<file path="src/rtl/mbx_pkg.sv">
package mbx_pkg;
    localparam int unsigned BUS_W   = 32;
    localparam int unsigned BYTE_W  = 8;
    localparam int unsigned WIN_AW  = 3;
    localparam int unsigned LANE_LO = 8;
    localparam int unsigned NFLG    = 4;

    localparam logic [WIN_AW-1:0] OFF_IRQ  = 3'd0;
    localparam logic [WIN_AW-1:0] OFF_DATA = 3'd1;
    localparam logic [WIN_AW-1:0] OFF_STAT = 3'd2;

    localparam int unsigned FLG_TXE  = 0;
    localparam int unsigned FLG_TXNF = 1;
    localparam int unsigned FLG_RXNE = 2;
    localparam int unsigned FLG_RXOV = 3;

    typedef enum logic {
        DR_IDLE  = 1'b0,
        DR_OFFER = 1'b1
    } drain_state_e;
endpackage

</file>
<file path="src/rtl/mbx_fifo.sv">
module mbx_fifo #(
    parameter int unsigned W     = 8,
    parameter int unsigned DEPTH = 8
) (
    input  logic                           clk,
    input  logic                           rst_n,
    input  logic                           push,
    input  logic [W-1:0]                   push_data,
    input  logic                           pop,
    output logic [W-1:0]                   head,
    output logic [$clog2(DEPTH+1)-1:0]     count,
    output logic                           full,
    output logic                           empty,
    output logic                           push_ok
);
    localparam int unsigned AW = (DEPTH > 1) ? $clog2(DEPTH) : 1;
    localparam int unsigned CW = $clog2(DEPTH+1);
    localparam logic [AW-1:0] LAST = AW'(DEPTH-1);

    logic [W-1:0]  mem [DEPTH];
    logic [AW-1:0] wr_ptr, rd_ptr;
    logic          do_pop;

    assign empty   = (count == '0);
    assign full    = (count == CW'(DEPTH));
    assign do_pop  = pop && !empty;
    assign push_ok = push && (!full || do_pop);
    assign head    = mem[rd_ptr];

    always_ff @(posedge clk) begin
        if (push_ok) mem[wr_ptr] <= push_data;
    end

    always_ff @(posedge clk) begin
        if (!rst_n) begin
            wr_ptr <= '0;
            rd_ptr <= '0;
            count  <= '0;
        end else begin
            if (push_ok) wr_ptr <= (wr_ptr == LAST) ? '0 : wr_ptr + 1'b1;
            if (do_pop)  rd_ptr <= (rd_ptr == LAST) ? '0 : rd_ptr + 1'b1;
            if (push_ok && !do_pop)      count <= count + 1'b1;
            else if (!push_ok && do_pop) count <= count - 1'b1;
        end
    end
endmodule

</file>
<file path="src/rtl/mbx_tx_drain.sv">
module mbx_tx_drain
    import mbx_pkg::*;
#(
    parameter int unsigned W = 8
) (
    input  logic         clk,
    input  logic         rst_n,
    input  logic         fifo_empty,
    input  logic [W-1:0] fifo_head,
    output logic         fifo_pop,
    output logic         tx_valid,
    input  logic         tx_ready,
    output logic [W-1:0] tx_byte
);
    drain_state_e state_q, state_d;
    logic [W-1:0] hold_q;

    // state register
    always_ff @(posedge clk) begin
        if (!rst_n) state_q <= DR_IDLE;
        else        state_q <= state_d;
    end

    // next state and outputs
    always_comb begin
        state_d  = state_q;
        fifo_pop = 1'b0;
        tx_valid = 1'b0;
        unique case (state_q)
            DR_IDLE: begin
                if (!fifo_empty) begin
                    fifo_pop = 1'b1;
                    state_d  = DR_OFFER;
                end
            end
            DR_OFFER: begin
                tx_valid = 1'b1;
                if (tx_ready) begin
                    if (!fifo_empty) fifo_pop = 1'b1;
                    else             state_d  = DR_IDLE;
                end
            end
            default: state_d = DR_IDLE;
        endcase
    end

    always_ff @(posedge clk) begin
        if (!rst_n)        hold_q <= '0;
        else if (fifo_pop) hold_q <= fifo_head;
    end

    assign tx_byte = hold_q;
endmodule

</file>
<file path="src/rtl/mbx_flags.sv">
module mbx_flags #(
    parameter int unsigned N = 4
) (
    input  logic         clk,
    input  logic         rst_n,
    input  logic [N-1:0] set_cond,
    input  logic [N-1:0] clr_req,
    output logic [N-1:0] flags
);
    for (genvar i = 0; i < N; i++) begin : g_bit
        always_ff @(posedge clk) begin
            if (!rst_n) flags[i] <= 1'b0;
            else        flags[i] <= (flags[i] & ~clr_req[i]) | set_cond[i];
        end
    end
endmodule

</file>
<file path="src/rtl/mcu_mbox_regs.sv">
module mcu_mbox_regs
    import mbx_pkg::*;
#(
    parameter int unsigned FIFO_DEPTH = 8
) (
    input  logic              clk,
    input  logic              rst_n,
    input  logic              bus_sel,
    input  logic              bus_we,
    input  logic [WIN_AW-1:0] bus_addr,
    input  logic [BUS_W-1:0]  bus_wdata,
    output logic [BUS_W-1:0]  bus_rdata,
    output logic              tx_valid,
    input  logic              tx_ready,
    output logic [BYTE_W-1:0] tx_byte,
    input  logic              rx_valid,
    input  logic [BYTE_W-1:0] rx_byte,
    output logic              irq
);
    localparam int unsigned CW = $clog2(FIFO_DEPTH+1);

    logic rd_stb, wr_stb;
    logic tx_push, tx_pop, tx_full, tx_empty, tx_push_ok_unused;
    logic rx_pop, rx_full, rx_empty, rx_push_ok;
    logic [BYTE_W-1:0] tx_head, rx_head;
    logic [CW-1:0]     tx_cnt, rx_cnt_unused;
    logic [NFLG-1:0]   flag_q, set_cond, clr_req, mask_q;
    logic [BUS_W-1:0]  rd_val;
    logic              ov_event;
    logic              wdata_hi_unused;

    assign wdata_hi_unused = ^bus_wdata[BUS_W-1:LANE_LO+BYTE_W];

    assign rd_stb  = bus_sel && !bus_we;
    assign wr_stb  = bus_sel &&  bus_we;
    assign tx_push = wr_stb && (bus_addr == OFF_DATA);
    assign rx_pop  = rd_stb && (bus_addr == OFF_DATA);
    assign clr_req = (wr_stb && bus_addr == OFF_STAT) ? bus_wdata[NFLG-1:0] : '0;

    mbx_fifo #(.W(BYTE_W), .DEPTH(FIFO_DEPTH)) u_txq (
        .clk(clk), .rst_n(rst_n),
        .push(tx_push), .push_data(bus_wdata[LANE_LO +: BYTE_W]),
        .pop(tx_pop), .head(tx_head), .count(tx_cnt),
        .full(tx_full), .empty(tx_empty), .push_ok(tx_push_ok_unused)
    );

    mbx_fifo #(.W(BYTE_W), .DEPTH(FIFO_DEPTH)) u_rxq (
        .clk(clk), .rst_n(rst_n),
        .push(rx_valid), .push_data(rx_byte),
        .pop(rx_pop), .head(rx_head), .count(rx_cnt_unused),
        .full(rx_full), .empty(rx_empty), .push_ok(rx_push_ok)
    );

    mbx_tx_drain #(.W(BYTE_W)) u_drain (
        .clk(clk), .rst_n(rst_n),
        .fifo_empty(tx_empty), .fifo_head(tx_head), .fifo_pop(tx_pop),
        .tx_valid(tx_valid), .tx_ready(tx_ready), .tx_byte(tx_byte)
    );

    assign ov_event = rx_valid && !rx_push_ok;

    always_comb begin
        set_cond           = '0;
        set_cond[FLG_TXE]  = tx_empty && !tx_valid;
        set_cond[FLG_TXNF] = !tx_full;
        set_cond[FLG_RXNE] = !rx_empty;
        set_cond[FLG_RXOV] = ov_event;
    end

    mbx_flags #(.N(NFLG)) u_flags (
        .clk(clk), .rst_n(rst_n),
        .set_cond(set_cond), .clr_req(clr_req), .flags(flag_q)
    );

    always_ff @(posedge clk) begin
        if (!rst_n)
            mask_q <= '0;
        else if (wr_stb && bus_addr == OFF_IRQ)
            mask_q <= bus_wdata[2*NFLG-1:NFLG];
    end

    always_comb begin
        rd_val = '0;
        case (bus_addr)
            OFF_IRQ:  rd_val[2*NFLG-1:0] = {mask_q, flag_q};
            OFF_DATA: if (!rx_empty) rd_val[LANE_LO +: BYTE_W] = rx_head;
            OFF_STAT: rd_val[NFLG-1:0] = flag_q;
            default:  rd_val = '0;
        endcase
    end

    always_ff @(posedge clk) begin
        if (!rst_n)      bus_rdata <= '0;
        else if (rd_stb) bus_rdata <= rd_val;
    end

    assign irq = |(flag_q & mask_q);
endmodule

</file>
<file path="config.mk">
export PLATFORM = sky130hd
export DESIGN_NAME = mcu_mbox_regs
export DESIGN_NICKNAME = d
export VERILOG_FILES = /design/src/rtl/mbx_pkg.sv /design/src/rtl/mbx_fifo.sv /design/src/rtl/mbx_tx_drain.sv /design/src/rtl/mbx_flags.sv /design/src/rtl/mcu_mbox_regs.sv
export SDC_FILE = /design/constraint.sdc
export NUM_CORES = 1
export LEC_CHECK = 0
export BUFFER_PORTS_ARGS = -buffer_cell sky130_fd_sc_hd__buf_2
export CAP_MARGIN = 0
export CORE_UTILIZATION = 63
export CTS_BUF_LIST = sky130_fd_sc_hd__clkbuf_8 sky130_fd_sc_hd__clkbuf_16
export CTS_CLUSTER_SIZE = 20
export DETAILED_ROUTE_END_ITERATION = 8
export HOLD_SLACK_MARGIN = 0.08
export PLACE_DENSITY = 0.85
export RECOVER_POWER = 25
export REMOVE_ABC_BUFFERS = 1
export SLEW_MARGIN = 20
export SYNTH_ARGS = -nofsm -noshare
export SYNTH_HDL_FRONTEND = slang
export SYNTH_HIERARCHICAL = 1
export SYNTH_SLANG_ARGS = --single-unit
</file>
<file path="constraint.sdc">
create_clock -name clk -period 7.5 [get_ports clk]
set_clock_uncertainty 0.2 [all_clocks]
set_input_delay 1.5 -clock clk [delete_from_list [all_inputs] [get_ports clk]]
set_output_delay 1.5 -clock clk [all_outputs]
set_load 0.005 [all_outputs]
</file>
==> flow_summary.yaml <==
pwr:
  p_sw_share_pct: 25.9
  p_per_area_mw_per_mm2: 273
  ir_worst_vdd_mv: 0.184
  seqPwrFrac_pct: 50.5
  power.internal_uw: 1780
  p_leak_uw: 0.00314
  p_sw_uw: 621
  pwr-share-comb_pct: 12.4
  clock_power_share_pct: 37.1
worst_setup_path:
  r2r-end: "u_txq/count[3]"
  startpoint: "bus_sel"
  cp-start-kind: "primary input"
  rrSetupSlack_ns: 4.07
  cpLargestDelayFamily: "simple AND/OR/NAND/NOR gates"
  rr_startpoint: "u_txq/count[0]"
  crit_slowest_cell: "nor2b_2"
  path_common_cell: "ha_1"
  worstPathCellList: "buf_2 > nor2b_2 > and2_2 > o21ai_4 > inv_4 > ha_1 > inv_1 > ha_1 > a21oi_1 > a211oi_1 > a31oi_1 > mux2i_1"
  r2r_cells: 11
  endpoint_kind: "flop"
  crit_type: "in2reg"
  max_stage_delay_ns: 0.53
  cp-endpoint: "u_rxq/count[3]"
  critical_path_depth: 12
  cp_num_buf_inv: 3
  arrival_ns: 4.03
  cp_max_fo: 17
  cp.required_ns: 7.67
final_layout:
  fill_cells: 738
  antenna_cells: 0
  syn_to_final_growth_pct: 11.9
  nNetsFinal: 637
  instances_no_fill: 753
  drive_gt1_share_pct: 28.0
global_route:
  gr-total-overflow: 0
  grt_first_pass_wirelength_mm: 22.4
  grt_max_degree: 74
  antenna_found_initial: 0
  grt_pass1_vias: 4311
  grt_usage_pct: 24.0
floorplanning:
  io_pins: 91
  rows: 40
  die_h_um: 114
  die_w_um: 114
  initial_core_util_pct: 65.1
  dieArea_mm2: 0.0129
  coreArea_mm2: 0.0121
drt:
  drtAntennaViolNets: 0
  wl_per_cell_um: 18.9
  firstDrtPassIters: 5
  vias_per_cell: 5.84
  drc: 0
  drtIter0Drc: 407
  num_vias: 4399
  wl_mm: 14.2
placement:
  numPortBuffers: 58
  post-place-ws_ns: 2.94
  place.gp.congestion: 0.796
  dp.cells: 721
  hpwl_mm: 9.12
cts:
  post_cts_buffers: 0
  hold_buffers: 0
  clk_pin_slew_worst_paths_ns: 0.07
  cts_sinks: 187
  clk_path_buf_depth: 2
  insertion_delay_ns: 0.43
  post_cts_resized: 0
  htree_levels: 4
  clockRootBuffer: "clkbuf_16"
  cts_tree: "done"
  cts_buffers: 17
sta:
  setup_viol: 0
  worst_pin_slew_ns: 0.785
  slew_headroom_pct: 47.4
  fin_ws_ns: 3.63
  max_freq_mhz: 259
  timing.setup.tns_ns: 0
  grt_setup_unrepaired: "false"
  finalHoldViolCount: 0
  slew_viol_final: 0
  fin_crit_sh_pct: 51.6
  fin_crit_ns: 3.87
synth:
  syn_avg_cell_area_um2: 15.3
  yosys_warnings: 6
  netlist_area_mm2: 0.00785
  syn_inst: 512
run_status:
  status: "completed"
flow_run:
  maxCapViolCount: 0
min_path:
  hp-class: "reg2reg"
==> state kept, by name (all words and copies together), names as in the netlist, 3 cells and up, named ones only <==
register,count
u_rxq/wr_ptr,3
bus_rdata,16
u_rxq/rd_ptr,3
u_txq/wr_ptr,3
u_flags/flags,4
u_rxq/count,4
u_txq/mem,64
u_rxq/mem,64
u_txq/count,4
u_drain/tx_byte,8
u_txq/rd_ptr,3
mask_q,4
==> cells in the final DEF, fill, tap and decap left out, drive strengths merged <==
cell type and instances:
o21ai 6, mux4 32, buf 52, conb 16, clkinvlp 1, nor4 4, nor2 11, fa 2
edfxtp 128, mux2i 18, bufinv 1, nand2b 8, clkbuf 31, and4 1, nor3b 3, a31oi 2
nand2 55, a21boi 17, or4b 2, dfxtp 59, and2 9, mux2 16, nand4 8, inv 16
o21a 4, a211oi 2, nand3 20, nor2b 16, xnor2 4, a21oi 6, nor3 11, clkinv 4
a22oi 2, o41ai 2, and3 2, ha 14
==> through the flow <==
stage	utilization, %	power [uW]	instance area (um^2)	hold slack (ns)
detailed placement	67.9	1530	8190	0.249
finish	72.8	2400	8780	0.256
CTS	72.8	2410	8790	0.258
global placement	67.9	1510	8190	0.238
floorplan	-	1430	7630	0.247
global route	72.8	2490	8780	0.263
==> routing by layer <==
metal,vias up,global-route usage [%],routed length [um]
li1,2018,-,-
met1,2168,30.6,5690
met2,185,39.7,7310
met3,28,5.95,956
met4,0,10.0,281
met5,-,0,0
==> area by class of cell <==
class | count | area (um^2) | share of cell area, %
sequential | 187 | 5030 | 57.2
multi-input combinational | 293 | 2580 | 29.4
clock buffer | 17 | 425 | 4.84
timing repair buffer | 66 | 335 | 3.82
tap | 168 | 210 | 2.39
clock inverter | 15 | 171 | 1.95
inverter | 7 | 31.3 | 0.356
==> worst reg2reg max path, stage by stage, from the launching register on <==
cell and delay, ns:
dfxtp_1 0.39, nor4_1 0.65, nor2b_4 0.25, o21ai_4 0.41
inv_4 0.10, ha_1 0.22, inv_1 0.13, ha_1 0.29
a21oi_1 0.21, a211oi_1 0.11, a31oi_1 0.22, mux2i_1 0.20
==> power groups by stage <==
stage	combinational, uW	clock (uW)	sequential [uW]
floorplan	209	0	1220
global placement	280	0	1230
detailed placement	298	0	1230
CTS	300	902	1210
global route	325	943	1220
finish	298	889	1210
==> worst min path at each step <==
stage | from | endpoint | cells after the start
after floorplan | bus_rdata[3] | bus_rdata[3] | 2
after global placement | bus_rdata[10] | bus_rdata[10] | 2
after detailed placement | bus_rdata[3] | bus_rdata[3] | 2
after CTS | bus_rdata[10] | bus_rdata[10] | 2
after global routing | bus_rdata[10] | bus_rdata[10] | 2
final | bus_rdata[12] | bus_rdata[12] | 2
(Power assumes the default switching activity.)
